$ cat src/rtl/seqtmr_pkg.sv
package seqtmr_pkg;

    typedef enum logic [1:0] {
        ST_IDLE = 2'd0,
        ST_WAIT = 2'd1,
        ST_RUN  = 2'd2
    } seq_state_e;

    localparam int unsigned REG_PRELOAD     = 0;
    localparam int unsigned REG_STATUS      = 1;
    localparam int unsigned STATUS_BUSY_BIT = 0;

endpackage

$ cat src/rtl/seqtmr_regs.sv
module seqtmr_regs #(
    parameter int unsigned CNT_W  = 16,
    parameter int unsigned ADDR_W = 4,
    parameter int unsigned DATA_W = 32
) (
    input  logic              clk,
    input  logic              rst,
    input  logic              reg_wr,
    input  logic              reg_rd,
    input  logic [ADDR_W-1:0] reg_addr,
    input  logic [DATA_W-1:0] reg_wdata,
    input  logic              busy,
    output logic [CNT_W-1:0]  preload,
    output logic [DATA_W-1:0] reg_rdata
);
    import seqtmr_pkg::*;

    localparam logic [ADDR_W-1:0] A_PRELOAD = ADDR_W'(REG_PRELOAD);
    localparam logic [ADDR_W-1:0] A_STATUS  = ADDR_W'(REG_STATUS);

    logic [CNT_W-1:0]  preload_q;
    logic [DATA_W-1:0] rd_mux;
    logic              unused_wr_upper;

    // upper write bits have no storage
    assign unused_wr_upper = ^reg_wdata[DATA_W-1:CNT_W];

    always_ff @(posedge clk) begin
        if (rst) begin
            preload_q <= '0;
        end else if (reg_wr && reg_addr == A_PRELOAD) begin
            preload_q <= reg_wdata[CNT_W-1:0];
        end
    end

    always_comb begin
        rd_mux = '0;
        if (reg_addr == A_PRELOAD) begin
            rd_mux[CNT_W-1:0] = preload_q;
        end else if (reg_addr == A_STATUS) begin
            rd_mux[STATUS_BUSY_BIT] = busy;
        end
    end

    always_ff @(posedge clk) begin
        if (rst) begin
            reg_rdata <= '0;
        end else if (reg_rd) begin
            reg_rdata <= rd_mux;
        end
    end

    assign preload = preload_q;

endmodule

$ cat src/rtl/seqtmr_prescale.sv
module seqtmr_prescale #(
    parameter int unsigned PRESCALE_DIV = 4000
) (
    input  logic clk,
    input  logic rst,
    input  logic run,
    input  logic clr,
    output logic tick
);
    localparam int unsigned PRE_W = (PRESCALE_DIV > 2) ? $clog2(PRESCALE_DIV) : 1;
    localparam logic [PRE_W-1:0] PRE_LAST = PRE_W'(PRESCALE_DIV - 1);

    logic [PRE_W-1:0] pre_q;

    always_ff @(posedge clk) begin
        if (rst || clr || !run) begin
            pre_q <= '0;
        end else if (pre_q == PRE_LAST) begin
            pre_q <= '0;
        end else begin
            pre_q <= pre_q + 1'b1;
        end
    end

    assign tick = run && (pre_q == PRE_LAST);

endmodule

$ cat src/rtl/seqtmr_fsm.sv
module seqtmr_fsm #(
    parameter int unsigned CNT_W = 16
) (
    input  logic             clk,
    input  logic             rst,
    input  logic             seq_mode,
    input  logic [CNT_W-1:0] preload,
    input  logic             tick,
    output logic             load,
    output logic             strobe,
    output logic             busy
);
    import seqtmr_pkg::*;

    localparam logic [CNT_W-1:0] CNT_ONE = CNT_W'(1);

    seq_state_e       state_q, state_d;
    logic [CNT_W-1:0] cnt_q, cnt_d;
    logic             pre_nz;
    logic             last_tick;

    assign pre_nz    = (preload != '0);
    assign last_tick = tick && (cnt_q == CNT_ONE);

    // state register and counter
    always_ff @(posedge clk) begin
        if (rst) begin
            state_q <= ST_IDLE;
            cnt_q   <= '0;
        end else begin
            state_q <= state_d;
            cnt_q   <= cnt_d;
        end
    end

    // transitions
    always_comb begin
        state_d = state_q;
        unique case (state_q)
            ST_IDLE: begin
                if (seq_mode) state_d = pre_nz ? ST_RUN : ST_WAIT;
            end
            ST_WAIT: begin
                if (!seq_mode)   state_d = ST_IDLE;
                else if (pre_nz) state_d = ST_RUN;
            end
            ST_RUN: begin
                if (!seq_mode)      state_d = ST_IDLE;
                else if (last_tick) state_d = pre_nz ? ST_RUN : ST_WAIT;
            end
            default: state_d = ST_IDLE;
        endcase
    end

    // outputs
    always_comb begin
        load   = 1'b0;
        strobe = 1'b0;
        busy   = 1'b0;
        unique case (state_q)
            ST_IDLE, ST_WAIT: begin
                load = seq_mode && pre_nz;
            end
            ST_RUN: begin
                busy   = 1'b1;
                strobe = seq_mode && last_tick;
                load   = seq_mode && last_tick && pre_nz;
            end
            default: ;
        endcase
    end

    // down-counter
    always_comb begin
        cnt_d = cnt_q;
        if (load) begin
            cnt_d = preload;
        end else if (state_d != ST_RUN) begin
            cnt_d = '0;
        end else if (tick) begin
            cnt_d = cnt_q - 1'b1;
        end
    end

endmodule

$ cat src/rtl/seqtmr_top.sv
module seqtmr_top #(
    parameter int unsigned CNT_W        = 16,
    parameter int unsigned PRESCALE_DIV = 4000,
    parameter int unsigned ADDR_W       = 4,
    parameter int unsigned DATA_W       = 32
) (
    input  logic              clk,
    input  logic              rst,
    input  logic              seq_mode,
    input  logic              reg_wr,
    input  logic              reg_rd,
    input  logic [ADDR_W-1:0] reg_addr,
    input  logic [DATA_W-1:0] reg_wdata,
    output logic [DATA_W-1:0] reg_rdata,
    output logic              next_seq,
    output logic              busy
);
    logic [CNT_W-1:0] preload_q;
    logic             tick;
    logic             load;

    seqtmr_regs #(
        .CNT_W (CNT_W),
        .ADDR_W(ADDR_W),
        .DATA_W(DATA_W)
    ) u_regs (
        .clk      (clk),
        .rst      (rst),
        .reg_wr   (reg_wr),
        .reg_rd   (reg_rd),
        .reg_addr (reg_addr),
        .reg_wdata(reg_wdata),
        .busy     (busy),
        .preload  (preload_q),
        .reg_rdata(reg_rdata)
    );

    seqtmr_prescale #(
        .PRESCALE_DIV(PRESCALE_DIV)
    ) u_pre (
        .clk (clk),
        .rst (rst),
        .run (busy),
        .clr (load),
        .tick(tick)
    );

    seqtmr_fsm #(
        .CNT_W(CNT_W)
    ) u_fsm (
        .clk     (clk),
        .rst     (rst),
        .seq_mode(seq_mode),
        .preload (preload_q),
        .tick    (tick),
        .load    (load),
        .strobe  (next_seq),
        .busy    (busy)
    );

endmodule

$ cat config.mk
export PLATFORM = sky130hd
export DESIGN_NAME = seqtmr_top
export DESIGN_NICKNAME = d
export VERILOG_FILES = /design/src/rtl/seqtmr_pkg.sv /design/src/rtl/seqtmr_regs.sv /design/src/rtl/seqtmr_prescale.sv /design/src/rtl/seqtmr_fsm.sv /design/src/rtl/seqtmr_top.sv
export SDC_FILE = /design/constraint.sdc
export NUM_CORES = 1
export LEC_CHECK = 0
export BUFFER_PORTS_ARGS = -buffer_cell sky130_fd_sc_hd__buf_4
export CAP_MARGIN = 20
export CORE_MARGIN = 1
export CORE_UTILIZATION = 41
export DETAILED_ROUTE_END_ITERATION = 12
export PLACE_DENSITY = 0.75
export SLEW_MARGIN = 20
export SYNTH_ARGS = -nofsm -noshare
export SYNTH_HDL_FRONTEND = slang
export SYNTH_SLANG_ARGS = --single-unit
$ cat constraint.sdc
create_clock -name clk -period 6.5 [get_ports clk]
set_input_delay 0.325 -clock clk [delete_from_list [all_inputs] [get_ports clk]]
set_output_delay 0.325 -clock clk [all_outputs]
set_load 0.005 [all_outputs]
==> impl_metrics.ini, run 1 <==
[outcome]
status = complete, no violations

[setup_path]
reg2regPathDepth = 6
r2r_end = u_fsm.cnt_q[12]
cp_max_fo = 11
regToRegStartpoint = u_pre.pre_q[0]
cpPeakStageDelay_ps = 750
crit_chain = ha_1 > nand4_1 > or4_1 > o41ai_4 > o2111ai_2 > o22ai_1
crit_type = reg2reg
slowest_stage = or4_1
critPathCaptureType = register
worstPathArrival_ps = 3060
critPathRequiredTime_ps = 6760
r2r_slack_ps = 3700
cp-start-kind = register
crit_end = u_fsm.cnt_q[12]
setup.worst_path.start = u_pre.pre_q[0]

[global_route]
grt_max_degree = 45
top_usage_layer = met2
met3_usage_pct = 4.48
grtUsageMet2_pct = 29.2
antenna_found_initial = 0
grt_use_total_pct = 19.7
grt_pass1_wl_mm = 12.0
grt_pass1_vias = 2594
use_met1_pct = 26.8
grt_overflow_total = 0

[routing]
drt_iter0_drc = 285
via_per_inst = 5.27
routedWlPerCell_microns = 13.6
postRouteAntennaNets = 0
first_pass_iters = 4
num_vias = 2728
finalWirelength_mm = 7.04
post-route-drc-count = 0

[clocking]
ctsResizeCount = 0
numClockSinks = 62
tritoncts = built
clock_path_buffers = 2
hold_buffers = 0
cts_setup_buffers = 0
clock_tree.htree_level_count = 3
cts_root_buf = clkbuf_8
clk_latency_ps = 340
numCtsBuffers = 9
clk_pin_slew_ps = 80

[placed_design]
post-place-cells = 502
port_buffers = 42
hpwl_mm = 5.08
place_congestion = 0.884

[floorplanning]
row_count = 31
io_pins = 75
die_y_microns = 88.8
die_area_sq_mm = 0.00789
die_x_microns = 88.8
core_sq_mm = 0.00725
start_util_pct = 42.6

[final_layout]
multi_input_area_sq_mm = 0.00165
nets = 458
nFillCells = 725
final_cells = 518
antenna_cells = 0
layout-drive-gt1-share_pct = 15.8
area_growth_syn_to_layout_pct = 15.5
register_area_sq_mm = 0.00124

[synth]
ys.flop_type = dfxtp_1
yosysWarningCount = 0
ys_ff_latch = 62
synthDistinctLibCells = 47
syn_inst = 385
syn_area_per_cell_sq_um = 8.03
syn-cell-area_sq_mm = 0.00309
synth-async-reset-ratio_pct = 0
synth-edff-count = 0
ys_seq_area_share_pct = 40.1

[timing]
setup-tns-final_ps = 0
slew_violations = 0
max_clock_freq_mhz = 357
post-route-min-period_ps = 2800
setup_violations = 0
hold_violations = 0
rsz0062_at_grt = false
min_period_over_period_pct = 43.1
tightest_slew_ps = 756
slew_headroom_pct = 49.4
fin_skew_ps = 10.5

[min_path]
hp-class = in2reg

[power]
powerDensity_mw_per_mm2 = 224
ir_drop_mv = 0.184
total_leakage_power_nw = 1.33

[flow_run]
maxCapViolations = 0
-- sequential cells by signal (all words and copies together) (netlist names) --
signal and flops:
u_regs.reg_rdata 16, u_pre.pre_q 12, u_regs.preload 16, u_fsm.state_q 2, u_fsm.cnt_q 16
-- layout by cell type (no fill, tap or decap), drive strengths merged, types with 2 or more instances in the layout --
cell,synthesis,layout
and3,4,4
o21ai,15,15
nor3,7,7
dfxtp,62,62
conb,1,16
o31ai,3,3
nor2,43,43
nor4,10,10
buf,19,42
a21oi,41,41
and2,4,4
nand3,13,13
ha,3,3
or3,5,5
nand2b,2,2
and4,3,3
mux2i,5,5
o32ai,2,2
or2,2,2
nand2,44,44
or3b,2,2
clkinvlp,0,3
xor2,9,9
clkbuf,20,10
inv,8,9
a211oi,8,8
nor2b,15,15
o41ai,2,2
nand4,5,5
a22oi,3,3
xnor2,6,6
or4,6,6
o22ai,4,4
-- power breakdown --
group | internal, W | leakage [nW] | total, W | switching, W
clock network | 0.000189 | 0.0951 | 0.000351 | 0.000161
registers | 0.000383 | 0.500 | 0.000388 | 0.00000438
logic | 0.0000246 | 0.739 | 0.0000617 | 0.0000371
total | 0.000597 | 1.33 | 0.000800 | 0.000203
-- critical path: cells and delay by family (launching register included) --
family | cells | cell delay (ps)
AO/OA/AOI/OAI | 3 | 1180
adder cells (fa/ha/maj) | 1 | 250
flip-flops | 1 | 350
AND/OR/NAND/NOR | 2 | 940
-- routing by layer --
| layer | routed length (microns) | vias to the layer above |
|---|---|---|
| met5 | 0 | - |
| met4 | 76 | 0 |
| met3 | 472 | 10 |
| met2 | 3160 | 89 |
| met1 | 3330 | 1251 |
| li1 | - | 1378 |
-- Yosys cell counts, drive strengths merged (3+ instances only) --
cell type	instances	area share [%]
nor4	10	2.0
o22ai	4	0.81
nor2b	15	3.0
ha	3	1.2
mux2i	5	1.6
or4	6	1.6
inv	8	0.97
nand4	5	1.0
nand3	13	2.1
buf	19	4.8
o31ai	3	0.73
o21ai	15	2.4
and4	3	0.85
xor2	9	2.5
nor3	7	1.1
nor2	43	5.2
clkbuf	20	2.4
and3	4	0.81
xnor2	6	1.7
a21oi	41	6.6
a22oi	3	0.73
dfxtp	62	40
or3	5	1.0
a211oi	8	2.3
and2	4	0.81
nand2	44	5.3
-- cell families (layout without fill, tap and decap cells) --
group                    Yosys count  in the layout  synth area share [%]
XOR/XNOR                          15             15                  4.25
adder cells (fa/ha/maj)            3              3                  1.21
flip-flops                        62             62                  40.1
other                              1             16                 0.121
AND/OR/NAND/NOR                  167            167                  26.9
AO/OA/AOI/OAI                     85             85                  17.6
buffers and inverters             47             66                  8.17
multiplexers                       5              5                  1.62
-- per-stage QoR --
stage / util [%] / hold slack (ps) / setup WS (ps) / power (W) / area, sq um
6_report: 49.2 / 223 / 3700 / 0.000800 / 3570
5_1_grt: 49.2 / 222 / 3480 / 0.000834 / 3570
4_1_cts: 49.2 / 215 / 3710 / 0.000806 / 3570
3_5_place_dp: 46.4 / 432 / 3750 / 0.000457 / 3360
3_3_place_gp: 46.4 / 426 / 3790 / 0.000457 / 3360
2_1_floorplan: - / 413 / 4290 / 0.000445 / 3150
-- worst min-delay path by stage --
| stage | end | cells past startpoint | slack, ps | start |
|---|---|---|---|---|
| 3_3_place_gp | u_pre.pre_q[0] | 1 | 430 | u_pre.pre_q[0] |
| 6_report | u_regs.preload[4] | 3 | 220 | reg_wdata[4] |
| 2_1_floorplan | u_pre.pre_q[0] | 1 | 410 | u_pre.pre_q[0] |
| 5_1_grt | u_regs.preload[5] | 3 | 220 | reg_wdata[5] |
| 3_5_place_dp | u_pre.pre_q[0] | 1 | 430 | u_pre.pre_q[0] |
| 4_1_cts | u_regs.preload[4] | 3 | 220 | reg_wdata[4] |
-- layout make-up --
type | instances | area share (%)
timing repair buffer | 42 | 8.83
tap | 99 | 3.47
inverter | 8 | 0.841
clock buffer | 10 | 3.85
clock inverter | 6 | 1.96
sequential | 62 | 34.7
multi-input combinational | 291 | 46.3
(Power assumes the default switching activity.)
==> inputs of run 2 (changes only) <==
- ABC_AREA: not set -> 1
- PLACE_DENSITY: 0.75 -> 0.74
- clock period: 6.5 -> 2.7 ns (I/O delays scaled with it)
==> run 2 against run 1 <==
Critical path depth rose by 2; critical path type is now reg2out; register-to-register slack got worse by 2900 ps; clock skew is 0.66 ps higher; die area up 6.3%.
==> impl_metrics.ini, run 2 <==
[timing]
slew_violations = 0
min_period_over_period_pct = 85.1
max_clock_freq_mhz = 435
setup_violations = 0
rsz0062_at_grt = false
slew_headroom_pct = 58.7
hold_violations = 0
tightest_slew_ps = 619
fin_skew_ps = 11.1
post-route-min-period_ps = 2300
setup-tns-final_ps = 0

[final_layout]
nets = 537
final_area_sq_mm = 0.00380
layout-drive-gt1-share_pct = 20.1
area_growth_syn_to_layout_pct = 15.4
nFillCells = 759
antenna_cells = 0
layout_common_cells = 94 x nand2_1, 62 x dfxtp_1, 45 x buf_4
final_common_cell = nand2_1

[synth]
syn_inst = 457
synth_top_family_by_area = simple AND/OR/NAND/NOR gates
ys_seq_area_share_pct = 37.7
yosysTopAreaCellShare_pct = 37.7
synth-simple-area-share_pct = 31.2
synthTopCellsByArea = dfxtp_1 38%, nand2_1 11%, o21ai_0 6.1%, nand3_1 5.8%, a21oi_1 5.6%
synthMuxAreaShare_pct = 0
synth_compound_area_share_pct = 16.4
yosys-top-cells-count = 94 x nand2_1, 62 x dfxtp_1, 42 x nor2_1
synthXorXnorAreaFrac_pct = 2.40
syn-cell-area_sq_mm = 0.00329
synth-edff-count = 0
synth_most_common_cell = nand2_1
syn_area_per_cell_sq_um = 7.20
yosysWarningCount = 0
synthDistinctLibCells = 32
ys_ff_latch = 62
yosys.area.top_type = dfxtp_1
ys.flop_type = dfxtp_1
synth-async-reset-ratio_pct = 0
synthAdderAreaFrac_pct = 1.14

[power]
total_leakage_power_nw = 1.51
powerDensity_mw_per_mm2 = 541
ir_drop_mv = 0.489
fin_total_pwr_w = 0.00205

[min_path]
hp-class = in2reg
min_from = reg_wdata[3]
hold_end = u_regs.preload[3]
hold_depth = 3

[setup_path]
reg2regPathDepth = 10
cpPeakStageDelay_ps = 380
path_buf_inv = 1
critPathRequiredTime_ps = 2570
crit_chain = ha_1 > nand2_1 > nor2_2 > nand3_4 > nor2_4 > nand2_1 > nor2_1 > buf_4
critPathTopFamily = simple AND/OR/NAND/NOR gates
critPathCaptureType = primary output
regToRegStartpoint = u_pre.pre_q[0]
slowest_stage = dfxtp_1
crit_type = reg2out
cp_max_fo = 15
worstPathArrival_ps = 2160
r2r_slack_ps = 790
r2r_end = u_fsm.cnt_q[14]
cp-start-kind = register
crit_top_cell = nand2_1

[routing]
drt_iter0_drc = 204
postRouteAntennaNets = 0
via_per_inst = 5.01
num_vias = 3004
post-route-drc-count = 0
first_pass_iters = 5
finalWirelength_mm = 7.36
routedWlPerCell_microns = 12.3

[outcome]
status = complete, no violations

[clocking]
hold_buffers = 0
numClockSinks = 62
tritoncts = built
clk_latency_ps = 350
cts_root_buf = clkbuf_8
clk_pin_slew_ps = 80
numCtsBuffers = 9
cts_setup_buffers = 0
ctsResizeCount = 0
clock_path_buffers = 2
clock_tree.htree_level_count = 3

[global_route]
grt_overflow_total = 0
grt_use_total_pct = 18.7
grt_pass1_wl_mm = 12.5
grt_pass1_vias = 2714
grt_max_degree = 34
antenna_found_initial = 0

[floorplanning]
row_count = 32
die_y_microns = 91.6
die_x_microns = 91.6
start_util_pct = 42.6
core_sq_mm = 0.00773
io_pins = 75
die_area_sq_mm = 0.00839

[flow_run]
maxCapViolations = 0

[placed_design]
port_buffers = 42
hpwl_mm = 5.41
post_dp_cell_area_sq_mm = 0.00360
place_congestion = 0.865
run 2: per-layer routing:
layer  track usage (%)  up-vias  share of wire, %
met5                 0        -                 0
met4              6.08        0               1.9
met3              5.86       13               6.3
met2              31.5      104                47
met1              22.5     1357                44
li1                  -     1530                 -
run 2: area by class of cell:
type / count / area (sq um) / area share, %
Timing Repair Buffer: 45 / 338 / 8.90
Sequential cell: 62 / 1240 / 32.7
Inverter: 40 / 150 / 3.95
Clock inverter: 6 / 71.3 / 1.88
Tap cell: 102 / 128 / 3.36
Clock buffer: 10 / 128 / 3.36
Multi-Input combinational cell: 335 / 1740 / 45.9
run 2: how the worst max path moves through the flow:
stage,startpoint,end,cells after the start
finish,u_pre.pre_q[0],next_seq,8
global route,u_pre.pre_q[0],next_seq,8
CTS,u_pre.pre_q[0],next_seq,8
detailed placement,u_pre.pre_q[0],next_seq,8
global placement,u_pre.pre_q[0],next_seq,8
floorplan,u_pre.pre_q[0],u_fsm.state_q[1],9
run 2: worst reg2reg max path, stage by stage (launching register included):
cell	delay, ps
dfxtp_1	380
ha_1	180
nand2_1	80
nor2_2	150
nand3_4	130
nor2_4	350
nand2_1	220
nand3_1	140
nand3_1	70
nand2_1	70
inv_1	40
run 2: report_power, final:
group / switching [W] / internal (W)
Clock: 0.000390 / 0.000432
Sequential: 0.0000224 / 0.000941
Combinational: 0.000159 / 0.000109
run 2: cells by family (layout without fill, tap and decap cells):
logic type | Yosys count | after routing
other | 1 | 16
DFF | 62 | 62
adders and majority gates | 3 | 3
xor gates and xnor gates | 9 | 9
and+or+nand+nor | 214 | 214
buffers and inverters | 75 | 101
AOI/OAI and AO/OA | 93 | 93
run 2: metrics by stage:
step / setup WS, ps / hold WS, ps / utilization (%) / cells
finish: 403 / 59.5 / 49.1 / 600
global placement: 809 / 417 / 46.6 / 584
CTS: 378 / 40.4 / 49.1 / 600
global route: 232 / 44.6 / 49.1 / 600
detailed placement: 762 / 418 / 46.6 / 584
floorplan: 1210 / 213 / - / 472
